==> config.mk <==
export PLATFORM = sky130hd
export DESIGN_NAME = trig_pkt_builder
export DESIGN_NICKNAME = d
export VERILOG_FILES = /design/src/rtl/trig_pkt_pkg.sv /design/src/rtl/trig_pkt_counters.sv /design/src/rtl/trig_pkt_inputs.sv /design/src/rtl/trig_pkt_store.sv /design/src/rtl/trig_pkt_builder.sv
export SDC_FILE = /design/constraint.sdc
export NUM_CORES = 1
export LEC_CHECK = 0
export ABC_AREA = 1
export BUFFER_PORTS_ARGS = -buffer_cell sky130_fd_sc_hd__buf_2
export CORE_MARGIN = 2
export CORE_UTILIZATION = 50
export DETAILED_ROUTE_END_ITERATION = 10
export GPL_TIMING_DRIVEN = 0
export MAX_ROUTING_LAYER = met4
export PLACE_DENSITY = 0.69
export SLEW_MARGIN = 30
export SYNTH_ARGS = -nofsm -noshare
export SYNTH_HDL_FRONTEND = slang
export SYNTH_HIERARCHICAL = 1
export SYNTH_SLANG_ARGS = --single-unit
export TNS_END_PERCENT = 5
==> constraint.sdc <==
create_clock -name clk -period 10.45 [get_ports clk]
set_clock_uncertainty 0.1 [all_clocks]
set_input_delay 2.09 -clock clk [delete_from_list [all_inputs] [get_ports clk]]
set_output_delay 2.09 -clock clk [all_outputs]
set_load 0.1 [all_outputs]
==> src/rtl/trig_pkt_pkg.sv <==
package trig_pkt_pkg;
    typedef enum logic [1:0] {
        ST_IDLE = 2'd0,
        ST_BODY = 2'd1,
        ST_FOOT = 2'd2
    } pkt_state_e;

    localparam int PKT_WORDS = 10;
    localparam int WORD_W    = 32;
    localparam int TAG_W     = 4;
    localparam logic [TAG_W-1:0] TAG_HEAD = 4'h8;
    localparam logic [TAG_W-1:0] TAG_FOOT = 4'h9;

    localparam int W_SEQ   = 0;
    localparam int W_HEAD  = 1;
    localparam int W_TS    = 2;
    localparam int W_ACC   = 3;
    localparam int W_IN    = 4;
    localparam int W_PULS  = 5;
    localparam int W_BMAP  = 6;
    localparam int W_NIM   = 7;
    localparam int W_ESATA = 8;
    localparam int W_FOOT  = 9;
endpackage

==> src/rtl/trig_pkt_counters.sv <==
module trig_pkt_counters #(
    parameter int CNT_W  = 32,
    parameter int N_EVT  = 3
) (
    input  logic                        clk,
    input  logic                        rst,
    input  logic [N_EVT-1:0]            evt,
    output logic [CNT_W-1:0]            ts_now,
    output logic [N_EVT-1:0][CNT_W-1:0] cnt_next
);
    always_ff @(posedge clk) begin
        if (rst) ts_now <= '0;
        else     ts_now <= ts_now + CNT_W'(1);
    end

    for (genvar g = 0; g < N_EVT; g++) begin : g_evt
        logic [CNT_W-1:0] cnt_q;
        assign cnt_next[g] = cnt_q + CNT_W'(evt[g]);
        always_ff @(posedge clk) begin
            if (rst) cnt_q <= '0;
            else     cnt_q <= cnt_next[g];
        end
    end
endmodule

==> src/rtl/trig_pkt_inputs.sv <==
module trig_pkt_inputs #(
    parameter int NUM_ADC  = 16,
    parameter int PIN_BITS = 2,
    parameter int MULT_W   = 8,
    localparam int PIN_W   = NUM_ADC * PIN_BITS
) (
    input  logic [6:0]        or_bits,
    input  logic [15:0]       coinc_flags,
    input  logic [MULT_W-1:0] mult_count,
    input  logic [PIN_W-1:0]  nim_raw,
    input  logic [PIN_W-1:0]  nim_mask,
    input  logic [PIN_W-1:0]  esata_raw,
    input  logic [PIN_W-1:0]  esata_mask,
    output logic [31:0]       bitmap,
    output logic [PIN_W-1:0]  nim_sel,
    output logic [PIN_W-1:0]  esata_sel
);
    assign bitmap = {mult_count[7:0], coinc_flags, 1'b0, or_bits};

    for (genvar a = 0; a < NUM_ADC; a++) begin : g_adc
        assign nim_sel[a*PIN_BITS +: PIN_BITS] =
            nim_raw[a*PIN_BITS +: PIN_BITS] & nim_mask[a*PIN_BITS +: PIN_BITS];
        assign esata_sel[a*PIN_BITS +: PIN_BITS] =
            esata_raw[a*PIN_BITS +: PIN_BITS] & esata_mask[a*PIN_BITS +: PIN_BITS];
    end
endmodule

==> src/rtl/trig_pkt_store.sv <==
module trig_pkt_store #(
    parameter int NWORDS = 10,
    parameter int WIDTH  = 32,
    localparam int SEL_W = $clog2(NWORDS)
) (
    input  logic                          clk,
    input  logic                          load,
    input  logic [NWORDS-1:0][WIDTH-1:0]  words_in,
    input  logic [SEL_W-1:0]              sel,
    output logic [WIDTH-1:0]              word_out
);
    logic [NWORDS-1:0][WIDTH-1:0] held;

    for (genvar w = 0; w < NWORDS; w++) begin : g_word
        always_ff @(posedge clk) begin
            if (load) held[w] <= words_in[w];
        end
    end

    assign word_out = held[sel];
endmodule

==> src/rtl/trig_pkt_builder.sv <==
module trig_pkt_builder
    import trig_pkt_pkg::*;
#(
    parameter int CNT_W    = 32,
    parameter int NUM_ADC  = 16,
    parameter int PIN_BITS = 2,
    parameter int MULT_W   = 8
) (
    input  logic                         clk,
    input  logic                         rst,
    input  logic                         trig_accept,
    input  logic                         trig_in_evt,
    input  logic                         pulser_evt,
    input  logic                         or_adc16,
    input  logic                         or_adc32,
    input  logic                         or_adc_any,
    input  logic                         or_ext,
    input  logic                         coinc_top,
    input  logic                         coinc_bot,
    input  logic                         coinc_both,
    input  logic [15:0]                  coinc_flags,
    input  logic [MULT_W-1:0]            mult_count,
    input  logic [NUM_ADC*PIN_BITS-1:0]  nim_raw,
    input  logic [NUM_ADC*PIN_BITS-1:0]  nim_mask,
    input  logic [NUM_ADC*PIN_BITS-1:0]  esata_raw,
    input  logic [NUM_ADC*PIN_BITS-1:0]  esata_mask,
    input  logic                         m_ready,
    output logic                         m_valid,
    output logic [31:0]                  m_data,
    output logic                         m_last,
    output logic                         drop_flag
);
    localparam int PIN_W = NUM_ADC * PIN_BITS;
    localparam int IDX_W = $clog2(PKT_WORDS);
    localparam logic [IDX_W-1:0] IDX_PRE_FOOT = IDX_W'(W_FOOT - 1);
    localparam int LOW_W = WORD_W - TAG_W;

    pkt_state_e             state, state_nxt;
    logic [IDX_W-1:0]       idx;
    logic [WORD_W-1:0]      seq_q;
    logic                   xfer, capture;

    logic [CNT_W-1:0]       ts_now;
    logic [2:0][CNT_W-1:0]  cnt_next;
    logic [31:0]            bitmap;
    logic [PIN_W-1:0]       nim_sel, esata_sel;
    logic [PKT_WORDS-1:0][WORD_W-1:0] snap;

    assign xfer    = m_valid && m_ready;
    assign capture = trig_accept && (state == ST_IDLE);

    trig_pkt_counters #(.CNT_W(CNT_W), .N_EVT(3)) u_cnt (
        .clk      (clk),
        .rst      (rst),
        .evt      ({pulser_evt, trig_in_evt, trig_accept}),
        .ts_now   (ts_now),
        .cnt_next (cnt_next)
    );

    trig_pkt_inputs #(.NUM_ADC(NUM_ADC), .PIN_BITS(PIN_BITS), .MULT_W(MULT_W)) u_in (
        .or_bits     ({coinc_both, coinc_bot, coinc_top, or_ext, or_adc_any, or_adc32, or_adc16}),
        .coinc_flags (coinc_flags),
        .mult_count  (mult_count),
        .nim_raw     (nim_raw),
        .nim_mask    (nim_mask),
        .esata_raw   (esata_raw),
        .esata_mask  (esata_mask),
        .bitmap      (bitmap),
        .nim_sel     (nim_sel),
        .esata_sel   (esata_sel)
    );

    always_comb begin
        snap          = '0;
        snap[W_SEQ]   = seq_q;
        snap[W_HEAD]  = {TAG_HEAD, cnt_next[0][LOW_W-1:0]};
        snap[W_TS]    = WORD_W'(ts_now);
        snap[W_ACC]   = WORD_W'(cnt_next[0]);
        snap[W_IN]    = WORD_W'(cnt_next[1]);
        snap[W_PULS]  = WORD_W'(cnt_next[2]);
        snap[W_BMAP]  = bitmap;
        snap[W_NIM]   = WORD_W'(nim_sel);
        snap[W_ESATA] = WORD_W'(esata_sel);
        snap[W_FOOT]  = {TAG_FOOT, cnt_next[0][LOW_W-1:0]};
    end

    trig_pkt_store #(.NWORDS(PKT_WORDS), .WIDTH(WORD_W)) u_store (
        .clk      (clk),
        .load     (capture),
        .words_in (snap),
        .sel      (idx),
        .word_out (m_data)
    );

    // state register
    always_ff @(posedge clk) begin
        if (rst) begin
            state     <= ST_IDLE;
            idx       <= '0;
            seq_q     <= '0;
            drop_flag <= 1'b0;
        end else begin
            state     <= state_nxt;
            drop_flag <= trig_accept && (state != ST_IDLE);
            if (capture)
                idx <= '0;
            else if (xfer && state == ST_BODY)
                idx <= idx + IDX_W'(1);
            if (xfer && state == ST_FOOT)
                seq_q <= seq_q + WORD_W'(1);
        end
    end

    // next-state logic
    always_comb begin
        state_nxt = state;
        unique case (state)
            ST_IDLE: if (trig_accept) state_nxt = ST_BODY;
            ST_BODY: if (xfer && idx == IDX_PRE_FOOT) state_nxt = ST_FOOT;
            ST_FOOT: if (xfer) state_nxt = ST_IDLE;
            default: state_nxt = ST_IDLE;
        endcase
    end

    // outputs
    always_comb begin
        m_valid = 1'b0;
        m_last  = 1'b0;
        unique case (state)
            ST_IDLE: ;
            ST_BODY: m_valid = 1'b1;
            ST_FOOT: begin
                m_valid = 1'b1;
                m_last  = 1'b1;
            end
            default: ;
        endcase
    end
endmodule

* After elaboration in Yosys (flattened, before gate mapping)
Index checks and enable logic that the tools add are counted.
** Word-level totals
- Register bits :: 450
- Bits of input ports :: 165
- Output and inout bits :: 35
- Logic and storage cells :: 81
** Operators by class
- Add/sub/neg operators :: 6
- $lt $le $gt $ge :: 1
- Equal/unequal tests :: 6
- Muxes and demuxes :: 8
- Bitwise logic cells :: 32
- Reductions and logical operators :: 11
** Operator list (number)
- $bmux W32 S4 :: 1
- $add A32 B1 Y32 :: 3
- $add A32 B1 Y32 const B :: 2
- $and A2 B2 Y2 :: 32
- $mux W32 :: 1
- $logic_and A1 B1 Y1 :: 6
- $mux W2 :: 3
- $pmux W2 S3 :: 1
- $lt A4 B5 Y1 const B :: 1
- $add A4 B1 Y4 const B :: 1
- $eq A4 B4 Y1 const B :: 1
- $ne A2 B2 Y1 const B :: 2
- $reduce_or A2 Y1 :: 2
- $reduce_and A3 Y1 :: 1
- $eq A2 B1 Y1 const B :: 1
- $eq A2 B2 Y1 const B :: 1
- $logic_not A2 Y1 :: 1
- $mux W1 :: 2
- $ne A2 B1 Y1 const B :: 1
- $reduce_bool A2 Y1 :: 1

* Logic depth before layout (Yosys ltp)
Gate-level depths: netlist (run 1).
- Word-level depth :: 7
- Depth in mapped cells :: 11
- Mapped depth without buffers :: 11

* Hierarchy
Netlist (run 1), hierarchy kept.
** Modules (own cells, without submodules)
- trig_pkt_store :: instances 1, cells an instance 1250, area an instance 13465.4 um^2, seq. area each 9609.2 um^2
- trig_pkt_counters :: instances 1, cells an instance 1139, area an instance 7029.2 um^2, seq. area each 2562.5 um^2
- trig_pkt_builder :: instances 1, cells an instance 344, area an instance 2244.7 um^2, seq. area each 780.7 um^2
- trig_pkt_inputs :: instances 1, cells an instance 161, area an instance 724.4 um^2, seq. area each 0.0 um^2

* Least setup slack after synthesis (run 1)
Ideal clock, no wire load.
- Path type :: input-to-reg
- From :: input port trig_accept
- To :: register u_store/held[0] (netlist name) (enable)
- Library setup time :: 0.671 ns
- Arrival :: 8.335 ns
- Required time :: 9.679 ns
- Slack :: 1.344 ns
- Stages :: 2
- Path buffers :: 0
- Cell sequence :: nand2_1 inv_1
** On the way
- Word-level cells in the longest chain between the ends :: 1
** RTL lines
- start: declaration :: line trig_pkt_builder.sv:11 : input logic trig_accept,
- $logic_and A1 B1 Y1 :: line trig_pkt_builder.sv:50 : assign capture = trig_accept && (state == ST_IDLE);
- net capture :: line trig_pkt_builder.sv:41 : logic xfer, capture;
- end signal: indexed assignment :: line trig_pkt_store.sv:16 : if (load) held[w] <= words_in[w];
- end: declaration :: line trig_pkt_store.sv:12 : logic [NWORDS-1:0][WIDTH-1:0] held;
The timed path passes the listed nets, and every way through them passes these cells.
A chain may end at the register's enable or synchronous reset.

* Final worst setup path (run 1)
- From :: register idx[1]
- To :: output port m_data[5]
** On the way
- Word-level cells in the longest chain between the ends :: 2
** RTL lines
- start: declaration :: line trig_pkt_builder.sv:39 : logic [IDX_W-1:0] idx;
- start signal: assignment :: line trig_pkt_builder.sv:108 : idx <= idx + IDX_W'(1);
- $bmux W32 S4 :: line trig_pkt_store.sv:20 : assign word_out = held[sel];
- $mux W32 (not written as such) :: line trig_pkt_store.sv:20
- end: declaration :: line trig_pkt_builder.sv:29 : output logic [31:0] m_data,
No other way between the ends. The select of a mux whose other input is x is not followed.

==> results.cfg, run 1 <==
[setup_path]
worst_r2r_endpoint = u_store/held[226]
critPathRequiredTime_ps = 8260
crit_start = idx[1]
path_cells = buf_2, buf_2, nand3_1, nand3_1, nand3_1, nand2_1, buf_2
setup.worst_path.class = reg2out
crit_slowest_cell = dfxtp_1
cp-end-kind = output pin
r2r-start = state[1]
reg2reg_depth = 6
cp_top_family = buffers and inverters
cp_slowest_stage_delay_ps = 460
r2r_slack_ps = 7770
crit_fanout = 10
critPathLaunchType = flip-flop
critical_path_depth = 7
crit_path_end = m_data[5]
crit_arrival_ps = 2950
critPathBufInv = 3

[outcome]
status = finished clean

[placed_design]
dp_hpwl_mm = 50.7
portBuffers = 168
place_congestion = 0.987
dpl_cell_area_sq_um = 25200

[synthesis]
synth-compound-area-share_pct = 3.11
synth_area_sq_um = 23500
synth_xor_area_share_pct = 0.821
yosys_warnings = 6
synth-seq-area-share_pct = 55.2
synth-simple-area-share_pct = 29.9
synth_cells = 2894
synth_fa_ha_area_share_pct = 0.853
ys_ff_latch = 487
synth.mux.area_fraction_pct = 0
synth.distinct_cells = 39
synth_area_per_cell_sq_um = 8.11
synth_top_family_by_area = simple AND/OR/NAND/NOR gates

[timing]
slew_headroom_pct = 34.7
max_freq_mhz = 194
rsz0062_at_grt = false
setup_viol = 0
timing.final.hold_violations = 0
worst_slew_pin_slew_ps = 980
layout_min_cycle_time_ps = 5140
report.final.slew_viol_count = 0
period_share_pct = 49.2

[global_route]
grt_pass1_wl_mm = 100
grt_max_degree = 97
grt_pass1_vias = 17800
antenna_found_initial = 1
grt_overflow_total = 0
grt_usage_pct = 28.3

[clock_network]
clkSlewWorstSetupHoldPaths_ps = 60
ctsLongestPathBuffers = 3
clk_latency_ps = 600
clock-root-buffer = clkbuf_16
cts_buffers = 52
cts_resized = 0
cts-hold-fix-buffers = 0
cts_tree = yes
post-cts-setup-buffers = 0
h-tree-depth = 2
clock-sinks = 487

[routing]
first_pass_iters = 6
drc = 0
wl_per_cell_um = 17.7
wl_mm = 67.0
vias = 19500
via_per_inst = 5.16
drtIter0Drc = 1986
antenna_left = 0

[finish]
drive_above_1_share_pct = 12.8
regArea_sq_um = 13000
fillers = 4234
nets = 3306
multi_input_area_sq_um = 8170
area_growth_pct = 14.7
fin_area_sq_um = 26900
fin_util_pct = 57.9

[die]
io-pin-count = 200
die_area_sq_um = 48700
die_y_um = 221
row_count = 79
start_util_pct = 50.5
chipWidth_um = 221
core_area_sq_um = 46500

[pwr]
p_per_area_nw_per_um2 = 206
peakVddDrop_mv = 0.257
power.leakage_nw = 12.1

[hold_path]
hp-class = reg2reg

[run]
max-cap-violations = 0
power by group:
part	internal (mW)	switching [mW]
clock	1.10	0.773
sequential	2.40	0.0879
combinational	0.247	0.939
cell usage in the layout (no fill, tap or decap), drive strengths merged, types with 8 or more instances in the layout:
cell type,synthesis,layout
buf,94,265
edfxtp,320,320
nor2,310,310
or2,8,8
dfxtp,167,167
ha,16,16
xnor2,8,8
nand4,10,10
nand3,285,285
nand2,1018,1018
clkinv,0,17
conb,3,9
o21ai,32,32
a21oi,105,105
xor2,14,14
clkbuf,16,82
nor3,15,15
inv,452,454
logic make-up (layout without fill, tap and decap cells):
family | count (synthesis) | after routing
fa+ha+maj | 16 | 16
other cells | 3 | 10
compound gates | 143 | 143
flops | 487 | 487
simple gates | 1661 | 1661
xor+xnor | 22 | 22
buf+inv | 562 | 830
per-stage QoR:
stage	setup TNS, ps	setup slack [ps]	instances	hold slack, ps	power [mW]
CTS	0	5300	3775	374	5.57
detailed placement	0	5950	3678	364	3.70
floorplan	0	1340	2900	327	3.43
finish	0	5310	3776	372	5.54
global route	0	5220	3775	384	5.76
global placement	-449380	-1450	3675	344	3.81
state kept, by name (all words and copies together) (netlist names):
name               count
u_store/held         320
u_cnt/g_evt.cnt_q     96
seq_q                 32
u_cnt/ts_now          32
idx                    4
state                  2
drop_flag              1
worst min-delay path by stage:
| stage | from | end | cells after the start |
|---|---|---|---|
| floorplan | u_cnt/ts_now[0] | u_cnt/ts_now[0] | 1 |
| global placement | u_cnt/ts_now[0] | u_cnt/ts_now[0] | 1 |
| detailed placement | u_cnt/ts_now[1] | u_store/held[65] | 0 |
| CTS | u_cnt/ts_now[0] | u_cnt/ts_now[0] | 1 |
| global route | seq_q[0] | u_store/held[0] | 0 |
| finish | u_cnt/ts_now[0] | u_cnt/ts_now[0] | 1 |
final cells by class:
type,count,area share [%]
flip-flops and latches,487,48.1
clock inverters,31,1.20
plain buffers,110,2.47
inverters,452,6.34
clock buffers,66,5.22
diodes,1,0.00930
well taps,607,2.82
multi-input cells,1851,30.4
repair buffers,171,3.43
synthesized netlist by cell type, drive strengths merged:
cell | count | share of area (%)
conb | 3 | 0.048
nand3 | 285 | 6.1
buf | 94 | 2.5
o21ai | 32 | 0.68
or2 | 8 | 0.21
clkbuf | 16 | 0.30
xor2 | 14 | 0.52
a21oi | 105 | 2.2
nor3 | 15 | 0.36
ha | 16 | 0.85
nand2 | 1018 | 16
a211oi | 1 | 0.032
nand4 | 10 | 0.27
and3 | 2 | 0.059
nor2 | 310 | 6.0
edfxtp | 320 | 41
and2 | 4 | 0.11
nor3b | 2 | 0.085
dfxtp | 167 | 14
o21a | 5 | 0.16
nand3b | 7 | 0.22
inv | 452 | 7.2
xnor2 | 8 | 0.30
per-layer routing:
metal	up-vias	part of all wire, %	track usage [%]
li1	9500	-	-
met1	9089	46	40.1
met2	789	43	42.2
met3	112	7.7	3.27
met4	0	3.3	10.0
met5	-	0	-
Power figures use the tool's default switching activity.
==> run 2, diff against run 1 <==
==> constraint.sdc (replaced) <==
create_clock -name clk -period 5 [get_ports clk]
set_clock_uncertainty 0.1 [all_clocks]
set_input_delay 1 -clock clk [delete_from_list [all_inputs] [get_ports clk]]
set_output_delay 1 -clock clk [all_outputs]
set_load 0.1 [all_outputs]
==> results.cfg, run 2 (synthesis gave the netlist of run 1 again) <==
[outcome]
status = finished clean

[global_route]
grt_usage_pct = 28.9
grt_pass1_wl_mm = 102
grt_max_degree = 33
antenna_found_initial = 0
grt_pass1_vias = 18000
grt_overflow_total = 0

[finish]
drive_above_1_share_pct = 13.1
fillers = 4177
largest_registers = u_store/held (320), u_cnt/g_evt.cnt_q (96)
final_cell_mix = 1001 x nand2_1, 448 x inv_1, 320 x edfxtp_1
final_common_cell = nand2_1
fin_util_pct = 58.5
area_growth_pct = 15.7
largest_reg_flops = 320
nets = 3316
max_flop_register = u_store/held

[setup_path]
critPathRequiredTime_ps = 3900
critPathLaunchType = flip-flop
crit_slowest_cell = dfxtp_1
cp_top_family = buffers and inverters
critPathBufInv = 3
cp_slowest_stage_delay_ps = 460
r2r-start = state[1]
setup.worst_path.class = reg2out
path_cells = buf_2, buf_2, nand3_1, nand3_1, nand3_1, nand2_1, buf_2
crit_arrival_ps = 3020
worst_r2r_endpoint = u_store/held[226]
cp-end-kind = output pin
r2r_slack_ps = 2380
crit_fanout = 10
reg2reg_depth = 9

[routing]
first_pass_iters = 6
via_per_inst = 5.16
drc = 0
wl_mm = 68.1
antenna_left = 0
vias = 19600
drtIter0Drc = 2019
wl_per_cell_um = 18.0

[pwr]
peakVddDrop_mv = 0.428
power.leakage_nw = 12.2
p_per_area_nw_per_um2 = 437

[die]
io-pin-count = 200
start_util_pct = 50.5
core_area_sq_um = 46500
die_y_um = 221
row_count = 79
chipWidth_um = 221
die_area_sq_um = 48700

[hold_path]
min_path_cells = 0
hp-class = reg2reg
worstHoldEndpoint = u_store/held[95]
worstHoldStart = u_cnt/ts_now[31]

[timing]
whs_ps = 368
layout_min_cycle_time_ps = 4120
report.final.slew_viol_count = 0
rsz0062_at_grt = false
max_freq_mhz = 242
period_share_pct = 82.5
worst_slew_pin_slew_ps = 869
fin_ws_ps = 876
timing.final.hold_violations = 0
tns_ps = 0
setup_viol = 0
slew_headroom_pct = 42.1

[clock_network]
ctsLongestPathBuffers = 3
clkSlewWorstSetupHoldPaths_ps = 60
cts_buffers = 53
clk_latency_ps = 610
cts-hold-fix-buffers = 0
cts_resized = 0
cts_tree = yes
clock-sinks = 487
h-tree-depth = 2
clock-root-buffer = clkbuf_16
post-cts-setup-buffers = 0

[placed_design]
place_ws_ps = 1590
place_congestion = 0.964
portBuffers = 168
dp_hpwl_mm = 51.7

[run]
max-cap-violations = 0
[run 2: worst max-delay path by stage]
stage / endpoint / depth (start not counted) / startpoint
floorplan: u_store/held[0] / 2 / trig_accept
global placement: u_store/held[149] / 3 / trig_accept
detailed placement: m_data[13] / 7 / idx[1]
CTS: m_data[13] / 7 / idx[1]
global route: m_data[10] / 6 / idx[3]
finish: m_data[5] / 7 / idx[1]
[run 2: per-stage QoR]
stage	instances	power, mW	cell area, sq um
5_1_grt	3787	12.3	27200
3_5_place_dp	3687	7.86	25400
6_report	3788	11.9	27200
3_3_place_gp	3675	7.88	25100
2_1_floorplan	2900	7.11	23500
4_1_cts	3787	11.9	27200
[run 2: per-layer routing]
layer / GRT usage, % / part of all wire (%) / up-vias
met5: - / 0 / -
met4: 11.7 / 4.1 / 0
met3: 6.61 / 9.6 / 119
met2: 41.6 / 42 / 824
met1: 39.4 / 44 / 9091
li1: - / - / 9523
[run 2: layout make-up]
class	count	area (sq um)	share of cell area [%]
Sequential cell	487	13000	47.7
Multi-Input combinational cell	1851	8190	30.1
Inverter	452	1700	6.27
Clock buffer	73	1480	5.46
Timing Repair Buffer	180	1100	4.06
Tap cell	607	759	2.80
Buffer	110	666	2.45
Clock inverter	27	302	1.11
Antenna cell	1	2.50	0.00921
[run 2: where the power goes]
group / switching [mW] / leakage, nW / internal, mW
clock network: 1.66 / 0.870 / 2.39
registers: 0.181 / 4.52 / 5.00
logic: 2.02 / 6.79 / 0.613
total: 3.86 / 12.2 / 8.00
[run 2: worst register-to-register path, cell delays in order, from the launching register on]
cell	delay, ps
dfxtp_1	320
inv_1	140
ha_1	320
nand2_8	70
clkinvlp_4	180
buf_12	240
buf_16	210
buf_12	220
buf_12	260
buf_12	240
==> run 3, diff against run 2 <==
--- a/config.mk
+++ b/config.mk
@@ -12,7 +12,7 @@
 export DETAILED_ROUTE_END_ITERATION = 10
 export GPL_TIMING_DRIVEN = 0
 export MAX_ROUTING_LAYER = met4
-export PLACE_DENSITY = 0.69
+export PLACE_DENSITY = 0.71
 export SLEW_MARGIN = 30
 export SYNTH_ARGS = -nofsm -noshare
 export SYNTH_HDL_FRONTEND = slang
==> constraint.sdc (replaced) <==
create_clock -name clk -period 3.7 [get_ports clk]
set_clock_uncertainty 0.1 [all_clocks]
set_input_delay 0.74 -clock clk [delete_from_list [all_inputs] [get_ports clk]]
set_output_delay 0.74 -clock clk [all_outputs]
set_load 0.1 [all_outputs]
==> results.cfg, run 3 (synthesis gave the netlist of run 1 again) <==
[clock_network]
cts-hold-fix-buffers = 0
h-tree-depth = 2
clock-sinks = 487
cts_tree = yes
clkSlewWorstSetupHoldPaths_ps = 60
clk_latency_ps = 610
ctsLongestPathBuffers = 3
cts_buffers = 53
clock-root-buffer = clkbuf_16

[setup_path]
critPathLaunchType = flip-flop
cp_slowest_stage_delay_ps = 480
r2r-start = state[1]
cp_top_family = buffers and inverters
crit_fanout = 10
critPathRequiredTime_ps = 2860
crit_arrival_ps = 2870
r2r_slack_ps = 910
critPathBufInv = 3
worst_r2r_endpoint = u_store/held[222]
reg2reg_depth = 9
cp-end-kind = output pin
crit_slowest_cell = dfxtp_1
path_cells = buf_2, buf_2, nand3_1, nand3_1, nand3_1, nand2_1, buf_2
setup.worst_path.class = reg2out

[timing]
slew_headroom_pct = 33.8
timing.final.hold_violations = 0
period_share_pct = 100
worst_slew_pin_slew_ps = 994
setup_viol = 1
max_freq_mhz = 270
layout_min_cycle_time_ps = 3710
fin_ws_ps = -6.60
report.final.slew_viol_count = 0
rsz0062_at_grt = true
tns_ps = -6.60

[run]
max-cap-violations = 0

[global_route]
antenna_found_initial = 1
grt_pass1_vias = 18100
grt_max_degree = 32
grt_overflow_total = 0
grt_pass1_wl_mm = 101
grt_usage_pct = 28.6

[hold_path]
min_path_cells = 1
worstHoldStart = coinc_top
worstHoldEndpoint = u_store/held[196]
hp-class = in2reg

[pwr]
power.leakage_nw = 12.1
p_int_mw = 10.6
p_per_area_nw_per_um2 = 583
peakVddDrop_mv = 0.541
p_switching_mw = 5.20
sequentialPowerShare_pct = 44.3
power_frac_comb_pct = 22.6
swShare_pct = 32.9
clockPowerShare_pct = 33.0

[die]
die_y_um = 221
die_area_sq_um = 48700
start_util_pct = 50.5
row_count = 79
chipWidth_um = 221
core_area_sq_um = 46500
io-pin-count = 200

[outcome]
violations = negative setup slack
status = finished, violations left

[routing]
drtIter0Drc = 2139
via_per_inst = 5.17
wl_mm = 67.6
drc = 0
first_pass_iters = 8
antenna_left = 0
vias = 19600
wl_per_cell_um = 17.8

[finish]
final_common_cell = nand2_1
antenna_cells = 0
largest_reg_flops = 320
drive_above_1_share_pct = 13.2
nets = 3315
largest_registers = u_store/held (320), u_cnt/g_evt.cnt_q (96)
max_flop_register = u_store/held
final_cell_mix = 1001 x nand2_1, 448 x inv_1, 320 x edfxtp_1
area_growth_pct = 15.5

[placed_design]
place_congestion = 0.974
dp_hpwl_mm = 50.9
place_ws_ps = 569
portBuffers = 168
-- run 3: cell types whose count changed in the layout (fill, tap and decap cells not counted), moves of 4 or more --
cell	change
buf_2	-19
buf_4	+12
clkbuf_4	+8
bufinv_16	-4
clkinv_2	+4
-- run 3: final cells by class --
type / count / area (sq um)
Sequential cell: 487 / 13000
Clock inverter: 26 / 195
Timing Repair Buffer: 179 / 1110
Inverter: 452 / 1700
Buffer: 110 / 667
Fill cell: 4143 / 19400
Tap cell: 607 / 759
Clock buffer: 74 / 1520
Multi-Input combinational cell: 1851 / 8190
-- run 3: through the flow --
step / std cells / cell area [sq um] / hold WS, ps / power, mW / util (%)
detailed placement: 3686 / 25300 / 349 / 10.6 / 54.5
global route: 3786 / 27100 / 179 / 16.4 / 58.3
finish: 3786 / 27100 / 206 / 15.8 / 58.3
CTS: 3786 / 27100 / 179 / 15.8 / 58.3
floorplan: 2900 / 23500 / 327 / 9.61 / -
global placement: 3675 / 25100 / 346 / 10.5 / 54.0
-- run 3: power groups by stage --
stage | combinational, mW | clock, mW | sequential (mW)
finish | 3.58 | 5.21 | 7.01
floorplan | 2.38 | 0 | 7.22
CTS | 3.52 | 5.31 | 7.00
detailed placement | 3.48 | 0 | 7.11
global placement | 3.16 | 0 | 7.29
global route | 3.81 | 5.52 | 7.06
-- run 3: worst reg2reg max path: cells and delay by family (launching register included) --
kind | cells | cell delay, ps
adder cells (fa/ha/maj) | 1 | 310
buffers and inverters | 7 | 1660
flip-flops | 1 | 340
AND/OR/NAND/NOR | 1 | 70
-- run 3: routing by layer --
metal  share of wire (%)  up-vias  global-route usage, %
met4                 2.7        0                   8.22
met5                   0        -                      -
li1                    -     9520                      -
met1                  44     9082                   40.2
met2                  43      876                   42.9
met3                 9.8      104                   4.65
-- run 3: worst max path at each step --
stage                      startpoint                 to  slack, ps  cells after the start
after floorplan           trig_accept    u_store/held[0]      -2370                      2
after detailed placement       idx[1]         m_data[13]        570                      7
after global routing           idx[3]         m_data[24]        -30                      6
final                          idx[1]         m_data[24]         -7                      7
after global placement    trig_accept  u_store/held[210]      -4740                      3
after CTS                      idx[0]         m_data[28]         10                     10
-- run 3: repair_timing --
action                                  CTS  global route
endpoints found under the setup margin   12            10
gates resized for setup                  12            10
setup buffers                             0             0
